===== config.mk =====
export PLATFORM = sky130hd
export DESIGN_NAME = dma_ctl_regs
export DESIGN_NICKNAME = d
export VERILOG_FILES = /design/src/rtl/dma_ctl_pkg.sv /design/src/rtl/dma_ctl_status.sv /design/src/rtl/dma_ctl_modes.sv /design/src/rtl/dma_ctl_arb.sv /design/src/rtl/dma_ctl_regs.sv
export SDC_FILE = /design/constraint.sdc
export NUM_CORES = 1
export LEC_CHECK = 0
export ABC_AREA = 1
export BUFFER_PORTS_ARGS = -buffer_cell sky130_fd_sc_hd__buf_2
export CAP_MARGIN = 20
export CORE_ASPECT_RATIO = 1.5
export CORE_MARGIN = 5
export CORE_UTILIZATION = 26
export DETAILED_ROUTE_END_ITERATION = 6
export SYNTH_ARGS = -nofsm -noshare
export SYNTH_HDL_FRONTEND = slang
export SYNTH_SLANG_ARGS = --single-unit

===== constraint.sdc =====
create_clock -name clk -period 4.5 [get_ports clk]
set_input_delay 0.675 -clock clk [delete_from_list [all_inputs] [get_ports clk]]
set_output_delay 0.675 -clock clk [all_outputs]
set_load 0.005 [all_outputs]

===== src/rtl/dma_ctl_pkg.sv =====
package dma_ctl_pkg;
  parameter int unsigned NCH    = 4;
  parameter int unsigned CHW    = 2;
  parameter int unsigned BYTE_W = 8;

  typedef enum logic [2:0] {
    W_CMD, W_REQ, W_MASK1, W_MODE, W_CLR_BP, W_MCLR, W_CLR_MASK, W_ALL_MASK
  } wr_off_e;

  typedef enum logic [2:0] {
    R_STAT, R_REQ, R_CMD, R_MODE, R_SET_BP, R_TEMP, R_CLR_CTR, R_MASK
  } rd_off_e;

  localparam logic [BYTE_W-1:0] CMD_BAD = 8'hEB;
  localparam int unsigned CMD_DIS_BIT = 2;
  localparam int unsigned CMD_ROT_BIT = 4;
endpackage


===== src/rtl/dma_ctl_status.sv =====
module dma_ctl_status
  import dma_ctl_pkg::*;
(
  input  logic           clk,
  input  logic           rst_n,
  input  logic           mclr,
  input  logic           rd_stat,
  input  logic           req_wr,
  input  logic [2:0]     req_wr_data,
  input  logic [NCH-1:0] req_assert,
  input  logic [NCH-1:0] req_deassert,
  input  logic [NCH-1:0] tc_pulse,
  input  logic [NCH-1:0] cascade,
  output logic [NCH-1:0] tc_q,
  output logic [NCH-1:0] req_q
);
  logic [NCH-1:0] tc_d, req_d, tc_set;

  assign tc_set = tc_pulse & ~cascade;

  always_comb begin
    req_d = (req_q | req_assert) & ~req_deassert;
    tc_d  = tc_q;
    if (rd_stat) tc_d = '0;
    if (req_wr) begin
      req_d[req_wr_data[CHW-1:0]] = req_wr_data[2];
      tc_d[req_wr_data[CHW-1:0]]  = 1'b0;
    end
    tc_d = tc_d | tc_set;
    if (mclr) begin
      req_d = '0;
      tc_d  = '0;
    end
  end

  always_ff @(posedge clk or negedge rst_n) begin
    if (!rst_n) begin
      tc_q  <= '0;
      req_q <= '0;
    end else begin
      tc_q  <= tc_d;
      req_q <= req_d;
    end
  end


  tc_clear_chk: assert property (@(posedge clk) disable iff (!rst_n)
    rd_stat && !mclr && (tc_pulse == '0) |=> tc_q == '0);


  tc_set_chk: assert property (@(posedge clk) disable iff (!rst_n)
    (tc_set != '0) && !mclr |=> (tc_q & $past(tc_set)) == $past(tc_set));
endmodule


===== src/rtl/dma_ctl_modes.sv =====
module dma_ctl_modes
  import dma_ctl_pkg::*;
(
  input  logic                  clk,
  input  logic                  rst_n,
  input  logic                  mclr,
  input  logic                  wr_mode,
  input  logic [BYTE_W-1:0]     wdata,
  input  logic                  rd_mode,
  input  logic                  rd_clr_ctr,
  output logic [NCH*BYTE_W-1:0] mode_flat,
  output logic [BYTE_W-1:0]     mode_rd,
  output logic [NCH-1:0]        cascade
);
  logic [BYTE_W-1:0] mode_q [NCH];
  logic [CHW-1:0]    ctr_q, ctr_d;

  for (genvar i = 0; i < NCH; i++) begin : g_ch
    logic ld;
    assign ld = wr_mode && (wdata[CHW-1:0] == CHW'(i));
    always_ff @(posedge clk or negedge rst_n) begin
      if (!rst_n)  mode_q[i] <= '0;
      else if (ld) mode_q[i] <= wdata;
    end
    assign mode_flat[i*BYTE_W +: BYTE_W] = mode_q[i];
    assign cascade[i] = &mode_q[i][BYTE_W-1 -: 2];
  end

  assign mode_rd = mode_q[ctr_q] | BYTE_W'(3);

  always_comb begin
    ctr_d = ctr_q;
    if (rd_mode)                 ctr_d = ctr_q + 1'b1;
    if (rd_clr_ctr || mclr)      ctr_d = '0;
  end

  always_ff @(posedge clk or negedge rst_n) begin
    if (!rst_n) ctr_q <= '0;
    else        ctr_q <= ctr_d;
  end


  mode_step_chk: assert property (@(posedge clk) disable iff (!rst_n)
    rd_mode && !mclr && !rd_clr_ctr |=> ctr_q == CHW'($past(ctr_q) + 1'b1));
endmodule


===== src/rtl/dma_ctl_arb.sv =====
module dma_ctl_arb
  import dma_ctl_pkg::*;
(
  input  logic           clk,
  input  logic           rst_n,
  input  logic           mclr,
  input  logic           rot_en,
  input  logic [NCH-1:0] run_en,
  input  logic [NCH-1:0] tc_pulse,
  output logic [NCH-1:0] grant
);
  logic [CHW-1:0] last_q, last_d;
  logic [CHW-1:0] start;

  assign start = rot_en ? CHW'(last_q + 1'b1) : '0;

  always_comb begin
    logic found;
    logic [CHW-1:0] idx;
    grant = '0;
    found = 1'b0;
    for (int k = 0; k < NCH; k++) begin
      idx = CHW'(start + CHW'(k));
      if (!found && run_en[idx]) begin
        grant[idx] = 1'b1;
        found = 1'b1;
      end
    end
  end

  always_comb begin
    last_d = last_q;
    for (int k = 0; k < NCH; k++)
      if (tc_pulse[k]) last_d = CHW'(k);
    if (mclr) last_d = CHW'(NCH - 1);
  end

  always_ff @(posedge clk or negedge rst_n) begin
    if (!rst_n) last_q <= CHW'(NCH - 1);
    else        last_q <= last_d;
  end


  grant_onehot_chk: assert property (@(posedge clk) disable iff (!rst_n)
    $onehot0(grant));


  grant_legal_chk: assert property (@(posedge clk) disable iff (!rst_n)
    (grant & ~run_en) == '0 && ((run_en != '0) == (grant != '0)));
endmodule


===== src/rtl/dma_ctl_regs.sv =====
module dma_ctl_regs
  import dma_ctl_pkg::*;
(
  input  logic                  clk,
  input  logic                  rst_n,
  input  logic                  bus_wr,
  input  logic                  bus_rd,
  input  logic [2:0]            bus_addr,
  input  logic [BYTE_W-1:0]     bus_wdata,
  output logic [BYTE_W-1:0]     bus_rdata,
  input  logic [NCH-1:0]        req_assert,
  input  logic [NCH-1:0]        req_deassert,
  input  logic [NCH-1:0]        tc_pulse,
  output logic                  byte_ptr_hi,
  output logic [NCH*BYTE_W-1:0] mode_bytes,
  output logic [NCH-1:0]        run_en,
  output logic [NCH-1:0]        grant
);
  localparam int unsigned PADW = BYTE_W - NCH;

  logic rd_ok;
  logic wr_cmd, wr_req, wr_mask1, wr_mode, wr_clr_bp, wr_mclr, wr_clr_mask, wr_all_mask;
  logic rd_stat, rd_mode, rd_set_bp, rd_clr_ctr;

  logic [BYTE_W-1:0] cmd_q, cmd_d;
  logic [NCH-1:0]    mask_q, mask_d;
  logic              bptr_q, bptr_d;
  logic [NCH-1:0]    tc_q, req_q, cascade;
  logic [BYTE_W-1:0] mode_rd;

  assign rd_ok       = bus_rd && !bus_wr;
  assign wr_cmd      = bus_wr && (bus_addr == W_CMD);
  assign wr_req      = bus_wr && (bus_addr == W_REQ);
  assign wr_mask1    = bus_wr && (bus_addr == W_MASK1);
  assign wr_mode     = bus_wr && (bus_addr == W_MODE);
  assign wr_clr_bp   = bus_wr && (bus_addr == W_CLR_BP);
  assign wr_mclr     = bus_wr && (bus_addr == W_MCLR);
  assign wr_clr_mask = bus_wr && (bus_addr == W_CLR_MASK);
  assign wr_all_mask = bus_wr && (bus_addr == W_ALL_MASK);
  assign rd_stat     = rd_ok && (bus_addr == R_STAT);
  assign rd_mode     = rd_ok && (bus_addr == R_MODE);
  assign rd_set_bp   = rd_ok && (bus_addr == R_SET_BP);
  assign rd_clr_ctr  = rd_ok && (bus_addr == R_CLR_CTR);

  always_comb begin
    cmd_d = cmd_q;
    if (wr_cmd && ((bus_wdata & CMD_BAD) == '0)) cmd_d = bus_wdata;
    if (wr_mclr) cmd_d = '0;
  end

  always_comb begin
    mask_d = mask_q;
    if (wr_mask1)    mask_d[bus_wdata[CHW-1:0]] = bus_wdata[2];
    if (wr_clr_mask) mask_d = '0;
    if (wr_all_mask) mask_d = bus_wdata[NCH-1:0];
    if (wr_mclr)     mask_d = '1;
  end

  always_comb begin
    bptr_d = bptr_q;
    if (rd_mode || rd_set_bp)  bptr_d = 1'b1;
    if (wr_clr_bp || wr_mclr)  bptr_d = 1'b0;
  end

  always_ff @(posedge clk or negedge rst_n) begin
    if (!rst_n) begin
      cmd_q  <= '0;
      mask_q <= '1;
      bptr_q <= 1'b0;
    end else begin
      cmd_q  <= cmd_d;
      mask_q <= mask_d;
      bptr_q <= bptr_d;
    end
  end

  dma_ctl_status u_status (
    .clk          (clk),
    .rst_n        (rst_n),
    .mclr         (wr_mclr),
    .rd_stat      (rd_stat),
    .req_wr       (wr_req),
    .req_wr_data  (bus_wdata[2:0]),
    .req_assert   (req_assert),
    .req_deassert (req_deassert),
    .tc_pulse     (tc_pulse),
    .cascade      (cascade),
    .tc_q         (tc_q),
    .req_q        (req_q)
  );

  dma_ctl_modes u_modes (
    .clk        (clk),
    .rst_n      (rst_n),
    .mclr       (wr_mclr),
    .wr_mode    (wr_mode),
    .wdata      (bus_wdata),
    .rd_mode    (rd_mode),
    .rd_clr_ctr (rd_clr_ctr),
    .mode_flat  (mode_bytes),
    .mode_rd    (mode_rd),
    .cascade    (cascade)
  );

  assign run_en = cmd_q[CMD_DIS_BIT] ? '0 : (~mask_q & req_q);

  dma_ctl_arb u_arb (
    .clk      (clk),
    .rst_n    (rst_n),
    .mclr     (wr_mclr),
    .rot_en   (cmd_q[CMD_ROT_BIT]),
    .run_en   (run_en),
    .tc_pulse (tc_pulse),
    .grant    (grant)
  );

  always_comb begin
    unique case (bus_addr)
      R_STAT:  bus_rdata = {req_q, tc_q};
      R_REQ:   bus_rdata = {{PADW{1'b1}}, req_q};
      R_CMD:   bus_rdata = cmd_q;
      R_MODE:  bus_rdata = mode_rd;
      R_MASK:  bus_rdata = {{PADW{1'b1}}, mask_q};
      default: bus_rdata = '0;
    endcase
  end

  assign byte_ptr_hi = bptr_q;


  cmd_drop_chk: assert property (@(posedge clk) disable iff (!rst_n)
    wr_cmd && ((bus_wdata & CMD_BAD) != '0) |=> $stable(cmd_q));


  mclr_state_chk: assert property (@(posedge clk) disable iff (!rst_n)
    wr_mclr |=> (cmd_q == '0) && (mask_q == '1) && !bptr_q && (tc_q == '0));


  disable_idle_chk: assert property (@(posedge clk) disable iff (!rst_n)
    cmd_q[CMD_DIS_BIT] |-> grant == '0);
endmodule


# After elaboration in Yosys (flattened, before gate mapping)
# Index checks and enable logic that the tools add are counted.
# totals
latch_bits,0
in_bits,27
reg_bits,57
ram_bits,0
output_inout_bits,49
romBits,0
n_memories,0
word_cells,149
# classes
bitwise,14
mux,53
order_cmp,11
multipliers,0
add_sub_neg,5
div,0
eq_ne,10
n_shift,0
n_reduce_logical,45
# op_table
operator,n
4-bit two-way mux,14
8-bit case mux with 5 select lines,1
8-bit two-way mux,4
1-bit logical AND,26
4-bit OR,5
4-bit bitwise AND,4
8-bit binary-select mux with 2-bit select,1
2-bit two-way mux,8
4-bit inverter,4
"2-bit by 3-bit < comparator with 1-bit output, second input constant",5
1-bit two-way mux,14
"3-bit equality test, second input constant",4
1-bit demux with 2-bit select,5
"2-bit by 1-bit >= comparator with 1-bit output, second input constant",5
1-bit binary-select mux with 2-bit select,4
4-bit bitwise mux,2
8-bit logical NOT,1
2-bit AND reduction,4
"2-bit by 1-bit adder with 2-bit output, second input constant",3
"3-bit by 2-bit equality test with 1-bit output, second input constant",2
2-bit nonzero test,3
5-bit nonzero test,1
"2-bit adder, second input constant",2
"2-bit equality test, second input constant",2
other kinds (9),14

# Longest topological paths before layout
# logic_depth
depth_word,15
ltp_mapped,10
depth_no_buf,10

# Cells and area by module
# A second synthesis with hierarchy kept.
# unflattened
hier_cells,569
area_unflattened_um2,3718.6
# by_module_without_submodules
module,instances,seq_area_each_um2,cells_each,area_per_inst_um2
dma_ctl_modes,1,850.8,226,1716.6
dma_ctl_regs,1,330.3,179,1048.5
dma_ctl_arb,1,52.6,101,531.8
dma_ctl_status,1,200.2,63,421.7

# Worst setup path before layout
# OpenSTA, ideal clock, no wires.
# synth_timing
kind,register to output
startpoint,register u_arb.last_q[0]
endpoint,output grant[0]
setup_slack_ps,2467
required_ps,3825
arrival_time_ps,1358
path_buffers,0
stages_incl_launch_ff,9
path_cell_list,dfstp_2 > inv_2 > nand2_1 > nand2_1 > nand3_1 > nand2_2 > nor2_4 > nand3_1 > nand3_1
# synth_via
elab_chain_cells,14
word_cells_on_any_way,49
cone_classes,add/sub: 4; order compare: 8; mux: 24; bitwise: 3; reduce/logical: 10
# synth_lines
item,line_no,source
from (decl),dma_ctl_arb.sv:12,"logic [CHW-1:0] last_q, last_d;"
from (signal assigned),dma_ctl_arb.sv:39,if (!rst_n) last_q <= CHW'(NCH - 1);
from (signal assigned),dma_ctl_arb.sv:40,else last_q <= last_d;
2-bit by 1-bit adder with 2-bit output (*),dma_ctl_arb.sv:15,assign start = rot_en ? CHW'(last_q + 1'b1) : '0;
2-bit two-way mux (*),dma_ctl_arb.sv:15,
branches (longest 11 deep; another with 2-bit by 3-bit < comparator with 1-bit output),-,
4-bit two-way mux (*),dma_ctl_arb.sv:24,if (!found && run_en[idx]) begin
to (decl),dma_ctl_regs.sv:17,output logic [NCH-1:0] grant
# Every way passes the cells marked *. The select of a mux whose other input is x is not followed.

# Worst setup path in the final report
# layout_timing
startpoint,register u_arb.last_q[0]
endpoint,output grant[1]
# Same word-level chain as after synthesis.

==> results_dict.tcl <==
set metrics [dict create \
    h-tree-depth 3 \
    synth_area_per_cell_um2 7.162 \
    synth_compound_area_frac 0.1436 \
    final-setup-viol-count 0 \
    critPathLaunch "u_arb.last_q[0]$_DFFE_PN1P_" \
    nNetsFinal 555 \
    synthAdderAreaFrac 0 \
    fin_crit_sh 0.6070 \
    yosys.area_share.simple 0.3070 \
    rows 49 \
    syn_area_um2 3216 \
    grt_pass1_vias 3415 \
    leakagePower_nw 2.054 \
    core_um2 12080 \
    synth-seq-cells 57 \
    cp_max_fo 7 \
    grt_max_degree 46 \
    synth_cell_type_count 30 \
    synth_cells 449 \
    diodes 0 \
    cp.required_ps 3830 \
    most-common-layout-cells "100 x nand2_1, 75 x buf_2, 64 x inv_1, 60 x nor2_1, 51 x dfrtp_1" \
    dr.pass1.iters 5 \
    nFillCells 1329 \
    clock_latency_ps 330 \
    synth_top_family_by_area "simple AND/OR/NAND/NOR gates" \
    die_h_um 146.2 \
    skew_ps 1.697 \
    cp-endpoint "grant[1]" \
    synth.area.mux_share 0.006226 \
    drt-initial-drc-count 158 \
    grt_pass1_wl_um 17730 \
    detail-route-antenna-nets 0 \
    postSynthNetCount 476 \
    vias 3314 \
    p_per_area_nw_per_um2 412.8 \
    cp.buffers_inverters 2 \
    cts_hold_buf 0 \
    crit_type "reg2out" \
    drv_cap 0 \
    die_area_um2 14740 \
    path_depth 9 \
    r2r_slack_ps 3290 \
    port_buffers 75 \
    synthXorXnorAreaFrac 0 \
    drc 0 \
    max_freq_mhz 366.1 \
    area_growth_pct 24.98 \
    worstMarginPinSlew_ps 584.1 \
    slew_headroom 0.6106 \
    postCtsSetupBuffers 0 \
    slew_viol_final 0 \
    reg2reg_to "u_modes.ctr_q[1]$_DFFE_PN0P_" \
    layout_commonest_cell "nand2_1" \
    setup_tns_ps 0 \
    die_w_um 100.8 \
    tritoncts "built" \
    hp-class "in2async" \
    cp_cell_sequence "inv_2 > nand2_1 > nand2_1 > nand3_1 > nand2_1 > nor2_2 > nand3_1 > nand3_1 > buf_2" \
    place_hpwl_um 8965 \
    overflow 0 \
    gp_congestion 0.9098 \
    vias_per_cell 4.831 \
    cts_resized 0 \
    cp_slowest_cell "dfstp_2" \
    cp_slowest_stage_delay_ps 590 \
    drt-total-wl_um 10990 \
    drive_gt1_frac 0.2195 \
    grt_usage 0.1548 \
    rsz0062_at_grt "false" \
    hold_viol_final 0 \
    ys_warn_count 0 \
    min_period_ps 2731 \
    critPathTopFamily "simple AND/OR/NAND/NOR gates" \
    worst_setup_path_start_kind "register" \
    crit_path_end_kind "primary output" \
    wire_per_inst_um 16.02 \
    cts_max_path_buffers 2 \
    dp.cells 670 \
    cts_root_buffer "clkbuf_16" \
    initial_core_util 0.2662 \
    ir_drop_mv 0.1836 \
    ios 76 \
    numClockSinks 57 \
    seq_area_frac_synth 0.4459 \
    antenna_found_initial 0 \
    cts_buffers 9 \
    clkTransAtPathRegs_ps 50 \
    layoutNonFillerInstCount 686 \
    status "finished, final reports clean" \
    arrival_ps 2060 \
    reg2reg_depth 4 \
    r2r-start "u_modes.ctr_q[0]$_DFFE_PN0P_" \
]
[cell usage after synthesis]
master / instances / area [um^2]
nor2_1: 60 / 225.2
dfstp_2: 6 / 157.7
o2111ai_1: 2 / 17.52
nand3_1: 46 / 230.2
buf_6: 1 / 11.26
nand2_1: 100 / 375.4
or2_2: 2 / 12.51
o21ai_1: 6 / 30.03
buf_4: 1 / 7.510
a31oi_1: 5 / 31.28
o21a_1: 1 / 7.510
o31ai_1: 1 / 7.510
dfrtp_1: 51 / 1276
nand4_1: 3 / 18.77
mux2i_1: 2 / 20.02
a22oi_1: 1 / 7.510
o21ai_0: 39 / 195.2
nor3_1: 6 / 30.03
o22ai_1: 3 / 18.77
clkbuf_1: 2 / 7.510
o311ai_0: 1 / 8.760
o32ai_1: 2 / 17.52
o211ai_1: 6 / 45.04
inv_1: 64 / 240.2
inv_2: 7 / 26.28
buf_2: 4 / 20.02
nor2_2: 5 / 31.28
a21oi_1: 15 / 75.07
nor2_4: 4 / 45.04
nand2_2: 3 / 18.77
[where the power goes]
group / internal (mW) / switching, mW
clock network: 0.398 / 0.220
registers: 0.602 / 0.0765
logic: 0.147 / 0.217
[area by class of cell]
class / count / area (um^2) / area share
multi-input cells: 313 / 1469 / 0.3655
inverters: 71 / 266.5 / 0.06631
clock buffers: 13 / 260.3 / 0.06476
clock inverters: 3 / 15.01 / 0.003736
well taps: 153 / 191.4 / 0.04763
flip-flops and latches: 57 / 1434 / 0.3568
repair buffers: 76 / 382.9 / 0.09527
[kinds of logic after synthesis]
kind of cell,after synthesis
AOI/OAI and AO/OA,82
buffers and inverters,79
DFF,57
muxes,2
and+or+nand+nor,229
[worst reg2reg max path: cells and delay by family, from the launching register on]
kind / cells / cell delay, ps
AO/OA/AOI/OAI: 2 / 210
AND/OR/NAND/NOR: 1 / 110
flip-flops: 1 / 670
buffers and inverters: 1 / 110
[registers in the layout (all words and copies together) (netlist names)]
| register | cells |
|---|---|
| u_modes.mode_flat | 32 |
| u_modes.ctr_q | 2 |
| byte_ptr_hi | 1 |
| u_status.tc_q | 4 |
| mask_q | 4 |
| cmd_q | 8 |
| u_status.req_q | 4 |
| u_arb.last_q | 2 |
[routing by layer]
metal,global-route usage,share of wire,up-vias
met5,0,0,-
li1,-,-,1613
met3,0.02912,0.056,26
met2,0.2840,0.55,116
met1,0.1731,0.37,1559
met4,0.05664,0.024,0
[worst min path at each step]
| stage | endpoint | slack, ps | cells past startpoint | from |
|---|---|---|---|---|
| 2_1_floorplan | byte_ptr_hi$_DFFE_PN0P_ | 380 | 0 | rst_n |
| 3_3_place_gp | u_modes.mode_flat[25]$_DFFE_PN0P_ | 440 | 2 | u_modes.mode_flat[25]$_DFFE_PN0P_ |
| 3_5_place_dp | u_modes.mode_flat[8]$_DFFE_PN0P_ | 450 | 1 | u_modes.mode_flat[8]$_DFFE_PN0P_ |
| 4_1_cts | u_modes.mode_flat[16]$_DFFE_PN0P_ | 240 | 1 | rst_n |
| 5_1_grt | u_modes.mode_flat[17]$_DFFE_PN0P_ | 240 | 1 | rst_n |
| 6_report | u_modes.mode_flat[16]$_DFFE_PN0P_ | 230 | 1 | rst_n |
[stage by stage]
stage	hold slack (ps)	utilization	setup WS [ps]	cell area (um^2)	power [mW]
after floorplan	379.4	-	2467	3216	0.8674
after global placement	444.8	0.3100	2059	3744	1.045
after detailed placement	450.3	0.3100	2018	3744	1.053
after CTS	235.3	0.3327	1761	4019	1.681
after global routing	244.6	0.3327	1598	4019	1.767
final	231.7	0.3327	1769	4019	1.659
Note: power is estimated with default switching activity, not from simulation.
